File: src/rtl/serexp_pkg.sv
`timescale 1ns/1ps
package serexp_pkg;

  typedef enum logic [1:0] {ST_IDLE, ST_LOW, ST_HIGH, ST_LOAD} scan_state_e;

  // Divider of zero behaves as one bus cycle per half-period.
  function automatic int eff_div(int d);
    return (d == 0) ? 1 : d;
  endfunction

  // Chain length clamped to the supported range.
  function automatic int eff_bytes(int b, int maxb);
    if (b < 1) return 1;
    if (b > maxb) return maxb;
    return b;
  endfunction

  // Bits moved in one scan: the longer chain decides.
  function automatic int scan_len(int ob, int ib, int maxb);
    int o;
    int i;
    o = eff_bytes(ob, maxb);
    i = eff_bytes(ib, maxb);
    return 8 * ((o > i) ? o : i);
  endfunction

endpackage

File: src/rtl/serexp_div.sv
`timescale 1ns/1ps
module serexp_div #(
  parameter int DIV_W = 8
) (
  input  logic             clk,
  input  logic             rst_n,
  input  logic             run,
  input  logic [DIV_W-1:0] half,
  output logic             tick
);
  logic [DIV_W-1:0] cnt;

  assign tick = run && (cnt == (half - 1'b1));

  always_ff @(posedge clk or negedge rst_n) begin
    if (!rst_n)            cnt <= '0;
    else if (!run || tick) cnt <= '0;
    else                   cnt <= cnt + 1'b1;
  end
endmodule

File: src/rtl/serexp_seq.sv
`timescale 1ns/1ps
module serexp_seq
  import serexp_pkg::*;
#(
  parameter int BIT_W = 7
) (
  input  logic             clk,
  input  logic             rst_n,
  input  logic             start_req,
  input  logic             tick,
  input  logic [BIT_W-1:0] scan_bits,
  output scan_state_e      state,
  output logic             sclk,
  output logic             strobe,
  output logic             accept,
  output logic             sample_en,
  output logic             shift_en,
  output logic             done
);
  logic [BIT_W-1:0] left;
  logic             last;

  assign last      = (left == BIT_W'(1));
  assign accept    = (state == ST_IDLE) && start_req;
  assign sample_en = (state == ST_LOW) && tick;
  assign shift_en  = (state == ST_HIGH) && tick && !last;
  assign done      = (state == ST_LOAD) && tick;

  always_ff @(posedge clk or negedge rst_n) begin
    if (!rst_n) begin
      state  <= ST_IDLE;
      sclk   <= 1'b0;
      strobe <= 1'b1;
      left   <= '0;
    end else begin
      unique case (state)
        ST_IDLE: if (start_req) begin
          state <= ST_LOW;
          left  <= scan_bits;
        end
        ST_LOW: if (tick) begin
          state <= ST_HIGH;
          sclk  <= 1'b1;
        end
        ST_HIGH: if (tick) begin
          sclk <= 1'b0;
          if (last) begin
            state  <= ST_LOAD;
            strobe <= 1'b0;
          end else begin
            state <= ST_LOW;
            left  <= left - 1'b1;
          end
        end
        ST_LOAD: if (tick) begin
          state  <= ST_IDLE;
          strobe <= 1'b1;
        end
        default: state <= ST_IDLE;
      endcase
    end
  end
endmodule

File: src/rtl/serexp_data.sv
`timescale 1ns/1ps
module serexp_data #(
  parameter int DATA_W = 64
) (
  input  logic              clk,
  input  logic              rst_n,
  input  logic              accept,
  input  logic [DATA_W-1:0] out_word,
  input  logic              shift_en,
  input  logic              sample_en,
  input  logic              sdi,
  input  logic              done,
  output logic              sdo,
  output logic [DATA_W-1:0] in_data
);
  logic [DATA_W-1:0] out_sr;
  logic [DATA_W-1:0] in_sr;

  assign sdo = out_sr[DATA_W-1];

  always_ff @(posedge clk or negedge rst_n) begin
    if (!rst_n) begin
      out_sr  <= '0;
      in_sr   <= '0;
      in_data <= '0;
    end else begin
      if (accept)        out_sr <= out_word;
      else if (shift_en) out_sr <= {out_sr[DATA_W-2:0], 1'b0};
      if (accept)         in_sr <= '0;
      else if (sample_en) in_sr <= {in_sr[DATA_W-2:0], sdi};
      if (done) in_data <= in_sr;
    end
  end
endmodule

File: src/rtl/serexp_ctrl.sv
`timescale 1ns/1ps
module serexp_ctrl
  import serexp_pkg::*;
#(
  parameter int MAX_BYTES = 8,
  parameter int DIV_W     = 8
) (
  input  logic                           clk,
  input  logic                           rst_n,
  input  logic [DIV_W-1:0]               cfg_div,
  input  logic [$clog2(MAX_BYTES+1)-1:0] cfg_out_bytes,
  input  logic [$clog2(MAX_BYTES+1)-1:0] cfg_in_bytes,
  input  logic [8*MAX_BYTES-1:0]         out_data,
  input  logic                           start,
  input  logic                           continuous,
  output logic                           busy,
  output logic [8*MAX_BYTES-1:0]         in_data,
  output logic                           sdo,
  output logic                           sclk,
  output logic                           strobe,
  input  logic                           sdi
);
  localparam int DATA_W = 8 * MAX_BYTES;
  localparam int BIT_W  = $clog2(DATA_W + 1);

  // Mask the live bytes and left-justify them in an N-bit window.
  function automatic logic [DATA_W-1:0] align_out(logic [DATA_W-1:0] d, int nout, int nscan);
    logic [DATA_W:0] m;
    m = (DATA_W+1)'(1) << nout;
    m = m - 1'b1;
    return (d & m[DATA_W-1:0]) << (DATA_W - nscan);
  endfunction

  scan_state_e       state;
  logic              tick, accept, sample_en, shift_en, done;
  logic [DIV_W-1:0]  div_q;
  logic [BIT_W-1:0]  scan_bits;
  logic [DATA_W-1:0] out_word;

  always_comb begin
    scan_bits = BIT_W'(scan_len(int'(cfg_out_bytes), int'(cfg_in_bytes), MAX_BYTES));
    out_word  = align_out(out_data, 8 * eff_bytes(int'(cfg_out_bytes), MAX_BYTES), int'(scan_bits));
  end

  always_ff @(posedge clk or negedge rst_n) begin
    if (!rst_n)      div_q <= DIV_W'(1);
    else if (accept) div_q <= DIV_W'(eff_div(int'(cfg_div)));
  end

  assign busy = (state != ST_IDLE);

  serexp_div #(.DIV_W(DIV_W)) u_div (
    .clk(clk), .rst_n(rst_n), .run(busy), .half(div_q), .tick(tick)
  );

  serexp_seq #(.BIT_W(BIT_W)) u_seq (
    .clk(clk), .rst_n(rst_n), .start_req(start || continuous), .tick(tick),
    .scan_bits(scan_bits), .state(state), .sclk(sclk), .strobe(strobe),
    .accept(accept), .sample_en(sample_en), .shift_en(shift_en), .done(done)
  );

  serexp_data #(.DATA_W(DATA_W)) u_data (
    .clk(clk), .rst_n(rst_n), .accept(accept), .out_word(out_word),
    .shift_en(shift_en), .sample_en(sample_en), .sdi(sdi), .done(done),
    .sdo(sdo), .in_data(in_data)
  );
endmodule

File: config.mk
export PLATFORM = sky130hd
export DESIGN_NAME = serexp_ctrl
export DESIGN_NICKNAME = d
export VERILOG_FILES = /design/src/rtl/serexp_pkg.sv /design/src/rtl/serexp_div.sv /design/src/rtl/serexp_seq.sv /design/src/rtl/serexp_data.sv /design/src/rtl/serexp_ctrl.sv
export SDC_FILE = /design/constraint.sdc
export NUM_CORES = 1
export LEC_CHECK = 0
export ABC_AREA = 1
export BUFFER_PORTS_ARGS = -buffer_cell sky130_fd_sc_hd__buf_4
export CAP_MARGIN = 20
export CORE_AREA = 2 2 171 123
export CTS_CLUSTER_SIZE = 16
export DETAILED_ROUTE_END_ITERATION = 10
export DIE_AREA = 0 0 173 125
export PLACE_DENSITY = 0.84
export SYNTH_ARGS = -nofsm -noshare
export SYNTH_HDL_FRONTEND = slang
export SYNTH_SLANG_ARGS = --single-unit
File: constraint.sdc
create_clock -name clk -period 4.65 [get_ports clk]
set_clock_uncertainty 0.2 [all_clocks]
set_input_delay 0.465 -clock clk [delete_from_list [all_inputs] [get_ports clk]]
set_output_delay 0.465 -clock clk [all_outputs]
set_load 0.01 [all_outputs]
# Word-level counts from Yosys, hierarchy flattened
# Cells that the tools add are included.
# Widths: inputs -> output; s select.
[word_totals]
output_inout_bits = 68
regBits = 219
word_cells = 92
inputBits = 85
[classes]
addsub = 5
eq_ne = 11
bitwise = 1
order_cmp = 5
mux = 37
n_reduce_logical = 22
shifts = 2
[ops]
columns = ["cell", "count"]
rows = [
  ["$mux 64", 4],
  ["$mux 32", 5],
  ["$and 64x64->64", 1],
  ["$shl 1x32->64 const A", 1],
  ["$shl 64x32->64", 1],
  ["$sub 64x1->64 const B", 1],
  ["$gt 32x32->1", 1],
  ["$mux 7", 3],
  ["$mux 8", 2],
  ["$pmux 7 s2", 1],
  ["$mux 1", 12],
  ["$reduce_and 4->1", 3],
  ["$reduce_bool 2->1", 6],
  ["$mux 2", 5],
  ["$add 8x1->8 const B", 1],
  ["$eq 8x8->1", 1],
  ["$gt 4x4->1 const B", 2],
  ["$logic_not 8->1", 1],
  ["$lt 4x1->1 const B", 2],
  ["$mux 4", 2],
  ["$ne 2x2->1 const B", 4],
  ["$pmux 2 s4", 1],
  ["$sub 7x7->8 const A", 1],
  ["$sub 8x1->8 const B", 1],
  ["other kinds (11)", 21],
]

# Longest topological paths before layout
[depth]
depth_word = 10
depth_mapped = 23
mapped_depth_nobuf = 22

# Hierarchy
# A second synthesis with hierarchy kept.
[unflattened]
hier_cells = 1674
area_unflattened_um2 = 12192.9
[modules_own_cells]
columns = ["module", "seq_area_each_um2", "n_inst", "cells_each", "area_each_um2"]
rows = [
  ["serexp_data", 4804.6, 1, 830, 7572.3],
  ["serexp_ctrl", 201.4, 1, 638, 3235.6],
  ["serexp_seq", 276.5, 1, 105, 734.5],
  ["serexp_div", 200.2, 1, 101, 650.6],
]

# Worst setup path after synthesis
# No wires, ideal clock.
[synth_path]
path_type = "input-to-reg"
start = "input port cfg_out_bytes[3]"
end = "register u_data.out_sr[54]"
required_ns = 4.337
setup_ns = 0.113
arrival_ns = 3.105
n_path_buf = 6
path_slack_ns = 1.232
cell_stages = 20
cell_sequence = "buf_2 -> clkbuf_1 -> ha_1 -> nand2_1 -> a21oi_2 -> nand2_1 -> nand2_4 -> nand2_4 -> nand2_1 -> nand2_2 -> clkbuf_1 -> ha_1 -> clkbuf_1 -> clkbuf_1 -> clkbuf_1 -> nand3_1 -> nand3_1 -> nand3_1 -> nand2_1 -> inv_1"
[synth_via]
elab_chain_cells = 10
word_cells_on_any_way = 17
classes_between = "add/sub: 2; order compare: 3; shift: 2; mux: 9; bitwise: 1"
[synth_lines]
columns = ["element", "line_no", "source"]
rows = [
  ["start, declared", "serexp_ctrl.sv:11", "input logic [$clog2(MAX_BYTES+1)-1:0] cfg_out_bytes,"],
  ["$lt 4x1->1 or $gt 4x4->1 (tied branches)", "serexp_pkg.sv:13, serexp_pkg.sv:14", ""],
  ["$mux 1 (on tied branches)", "serexp_pkg.sv:13, serexp_pkg.sv:14", ""],
  ["$mux 4 or $mux 1 (tied branches)", "serexp_pkg.sv:14", "if (b > maxb) return maxb;"],
  ["$mux 32", "serexp_pkg.sv:15", "return b;"],
  ["$mux 32 *", "serexp_pkg.sv:14", ""],
  ["$gt 32x32->1 or $shl 1x32->64 (tied branches)", "serexp_pkg.sv:24, serexp_ctrl.sv:29", ""],
  ["$mux 4 or $sub 64x1->64 (tied branches)", "serexp_pkg.sv:24, serexp_ctrl.sv:30", ""],
  ["$sub 7x7->8 or $and 64x64->64 (tied branches)", "serexp_ctrl.sv:31", "return (d & m[DATA_W-1:0]) << (DATA_W - nscan);"],
  ["$shl 64x32->64 *", "serexp_ctrl.sv:31", ""],
  ["$mux 64 *", "serexp_data.sv:27", "if (accept) out_sr <= out_word;"],
  ["end signal, assigned", "serexp_data.sv:27", ""],
  ["end signal, assigned", "serexp_data.sv:28", "else if (shift_en) out_sr <= {out_sr[DATA_W-2:0], 1'b0};"],
  ["end, declared", "serexp_data.sv:16", "logic [DATA_W-1:0] out_sr;"],
]
# Mark *: on every way between the ends. The rest lies on a longest branch, timed or not. The select of a mux whose other input is x is not followed.
# A chain may end at the register's enable or synchronous reset.

# Worst setup path after layout
[layout_path]
start = "register div_q[0]"
end = "register u_data.in_sr[51]"
[layout_via]
elab_chain_cells = 5
[layout_lines]
columns = ["element", "line_no", "source"]
rows = [
  ["start, declared", "serexp_ctrl.sv:36", "logic [DIV_W-1:0] div_q;"],
  ["start signal, assigned", "serexp_ctrl.sv:47", "else if (accept) div_q <= DIV_W'(eff_div(int'(cfg_div)));"],
  ["$sub 8x1->8", "serexp_div.sv:13", "assign tick = run && (cnt == (half - 1'b1));"],
  ["$eq 8x8->1", "serexp_div.sv:13", ""],
  ["$logic_and 1x1->1", "serexp_div.sv:13", ""],
  ["$logic_and 1x1->1", "serexp_seq.sv:25", "assign sample_en = (state == ST_LOW) && tick;"],
  ["$reduce_bool 2->1 (no source line)", "-", ""],
  ["end signal, assigned", "serexp_data.sv:30", "else if (sample_en) in_sr <= {in_sr[DATA_W-2:0], sdi};"],
  ["end, declared", "serexp_data.sv:17", "logic [DATA_W-1:0] in_sr;"],
]
# No other way between the ends.

==> results.txt <==
----------------------------------------------------
[Drt]
  Met3 wire len ... 2470 um
  Vias post-DR ... 10992
  Wirelength per Cell ... approximately 16 um
  Top layer reached by signal wires ... met4
  Met1 wire length ... 14300 um
  Routed wire length ... 31700 um
  Count of unresolved DRC violations after routing ... 0
  Vias per Instance ... 5.73
  ANT nets after route ... 0
  Initial DRC Count ... 1117
  DR WL met2 ... 14300 um
  Number of optimization iterations in the first detailed-route pass ... 6

[Clock network]
  Count of buffers added by post-CTS timing repair for setup ... 0
  Number of clock sinks seen by CTS ... 219
  Hold_buf cts ... 4
  Post-CTS Resized ... 0
  Clock root cell ... sky130_fd_sc_hd__clkbuf_16
  Clock latency of the later-clocked register in the worst-skew pair ... about 0.5 ns
  Maximum number of buffers from clock root to sink ... 3
  Clock edge transition at the registers on the reported setup and hold paths ... approximately 0.060 ns
  Clock tree from TritonCTS ... done
  Maximum level of the CTS H-tree ... 1
  TritonCTS Buffers ... 21

[Final layout]
  Final Net Count ... around 1700
  Ratio of cells with drive above 1 in the final layout ... 0.153
  Total non-filler cell area in the finished layout ... 13700 um2
  Fillers ... 1665
  End-of-flow core utilization ... 0.680
  Ant. Diodes ... 0
  Area growth syn-to-layout ... 16.3%

[Worst setup path]
  Number of buffer and inverter instances along the worst setup path ... 4
  CP cell instances ... inv_1 > ha_1 > xnor2_1 > inv_1 > nand2_1 > nand2_1 > nor2_1 > nand2_1 > nor2_1 > nand4_1 > inv_2 > nand2_2 > nand2_2 > buf_4 > o22ai_1
  Dominant delay contributor by cell family on the critical path ... simple AND/OR/NAND/NOR gates
  Critical path arrival ... 3.53 ns
  Maximum single-stage delay on the critical path ... around 0.55 ns
  Worst-path maximum fanout ... 41
  FF-to-FF path depth ... 15
  Type of destination of the critical path ... flip-flop
  Dominant cell type by count on the critical path ... sky130_fd_sc_hd__nand2_1
  Critical path type ... flip-flop to flip-flop
  Critical path depth in cells ... 15
  Slowest-stage cell, CP ... sky130_fd_sc_hd__dfstp_2
  Required time of the critical path ... ~4.8 ns
  Startpoint type of the worst setup path ... flip-flop

[Synth]
  Number of standard cells after synthesis ... 1536
  Share of synthesized registers carrying an async set or reset ... 1.00
  Dominant cell by count in the synthesized netlist ... sky130_fd_sc_hd__nand2_1
  Mean post-synth cell area ... about 7.7 um2
  Synthesized Nets ... 1630
  Number of flip-flops and latches in the synthesized netlist ... 219
  Area contributors post-synth ... sky130_fd_sc_hd__dfrtp_1 (46%), sky130_fd_sc_hd__nand3_1 (10%), sky130_fd_sc_hd__nand2_1 (9.0%)
  Cell taking the most area after synthesis ... sky130_fd_sc_hd__dfrtp_1
  Sequential share of the synthesized area ... 0.465
  Warnings from Yosys ... 0
  Post-Synthesis Cell Area ... approximately 12000 um2
  Synth unique cells ... 44
  Synth top cells by count ... sky130_fd_sc_hd__nand2_1 (284), sky130_fd_sc_hd__nand3_1 (240), sky130_fd_sc_hd__dfrtp_1 (217), sky130_fd_sc_hd__inv_1 (167), sky130_fd_sc_hd__nor2_1 (128)
  Area share of the largest cell type after synthesis ... 0.461
  Number of synthesized flops with an enable pin ... 0
  Most used DFF post-synth ... sky130_fd_sc_hd__dfrtp_1

[Floorplanning]
  Site row count ... 44
  Top-level port count ... around 150
  Vertical die dimension ... 125 um
  Width of the chip ... between 150 and 200 um
  Initial Util ... 0.585
  Core ar. ... 20100 um2
  Floorplan die area ... about 22000 um2

[STA]
  Total Negative Setup Slacks ... 0 ns
  Fin. Hold Viols ... 0
  Worst rel slew slack ... 0.296
  Final setup violation count ... 0
  RSZ-0062 raised after global routing ... false
  Final worst path period need ... 3.39 ns
  Max Fclk ... slightly below 300 MHz
  Portion of the clock cycle consumed by the worst path in the final layout ... 0.729
  Worst-margin pin slew ... 1.05 ns
  Fin. max-slew vios ... 0

[Place]
  Port Buffer Count ... 152
  Placed standard-cell area ... 12900 um2
  Estimated wirelength of the detail-placed design ... 21900 um
  Global placement routability congestion ... 0.959

[GRT]
  Number of antenna violations at the first check in global routing ... 0
  Global Route Usage Sum ... 0.298
  Global-route wire length before repair ... between 50000 and 60000 um
  Maximum number of pins on one net before global-route repair ... 130
  Via count of the first global-routing pass ... 10343
  Residual overflow from global routing ... 0

[Power and ir drop]
  Static Leak ... 6.53 nW
  Areal power density over the cells ... 552 nW/um2
  PnR Total Power ... roughly 7.6 mW
  Worst VDD drop ... about 0.36 mV

[Run status]
  Outcome ... complete, no violations

[Worst hold path]
  Instance count along the most critical hold path ... 3
  Tightest Hold Check Type ... input port to flip-flop

[Flow run]
  Max-cap viol count ... 0

----------------------------------------------------
==> cell usage in the layout (no fill, tap or decap), drive strengths merged, types with 10 or more instances in the layout <==
cell,instances
buf,171
dfrtp,217
nand2,294
xor2,10
clkbuf,30
nor2,130
o21ai,110
nand3,253
nand3b,13
inv,174
nand4,34
o22ai,58
a21oi,100
==> tightest hold or removal path: cells and delay by family <==
kind,cells,cell delay [ns]
AOI/OAI and AO/OA,1,0.07
buffers and inverters,1,0.08
and+or+nand+nor,1,0.06
==> report_power, final <==
part           internal [mW]  leakage (nW)  switching, mW
registers               2.52          2.59          0.332
logic                   1.05          3.61           1.95
clock network           1.02         0.336          0.696
total                   4.58          6.53           2.98
==> logic make-up after synthesis <==
| kind of cell | after synthesis | synth area share |
|---|---|---|
| buffers and inverters | 279 | 0.0997 |
| other | 1 | 0.000318 |
| AND/OR/NAND/NOR | 736 | 0.286 |
| flip-flops | 219 | 0.465 |
| adder cells (fa/ha/maj) | 9 | 0.00956 |
| AO/OA/AOI/OAI | 277 | 0.128 |
| XOR/XNOR | 15 | 0.0111 |
==> state kept, by name, summed over array words and instances, names as in the netlist <==
signal	count
u_seq.strobe	1
u_seq.sclk	1
div_q	8
u_data.in_sr	64
u_data.in_data	64
u_data.out_sr	64
u_div.cnt	8
u_seq.left	7
u_seq.state	2
==> stage by stage <==
stage	setup WS, ns	hold slack (ns)	cells
6_report	1.26	0.0185	1919
3_5_place_dp	0.898	0.261	1879
2_1_floorplan	1.23	-0.0306	1536
3_3_place_gp	1.07	0.255	1879
5_1_grt	0.991	0.0316	1919
4_1_cts	1.24	0.000709	1918
==> area by class of cell <==
type / instances / area (um2) / share of cell area
tap: 276 / 345 / 0.0252
sequential: 219 / 5480 / 0.400
timing repair buffer: 175 / 1380 / 0.100
inverter: 176 / 664 / 0.0485
clock buffer: 30 / 609 / 0.0445
multi-input combinational: 1038 / 5140 / 0.375
clock inverter: 5 / 77.6 / 0.00566
==> path summary, 6_finish.rpt <==
path | start | end | slack [ns]
hold / removal | sdi | u_data.in_sr[0] | 0.02
setup reg to reg | div_q[0] | u_data.in_sr[51] | 1.26
min in group asynchronous | rst_n | u_seq.left[5] | 0.45
setup / recovery | div_q[0] | u_data.in_sr[51] | 1.26
max in group asynchronous | rst_n | u_data.in_data[54] | 2.75
hold reg to reg | u_seq.strobe | u_seq.strobe | 0.27
==> routing by layer <==
metal,up-vias,GRT usage
met5,-,0
met4,0,0.0608
met3,56,0.0687
met2,382,0.455
met1,5281,0.438
li1,5273,-
Note: power is estimated with default switching activity, not from simulation.
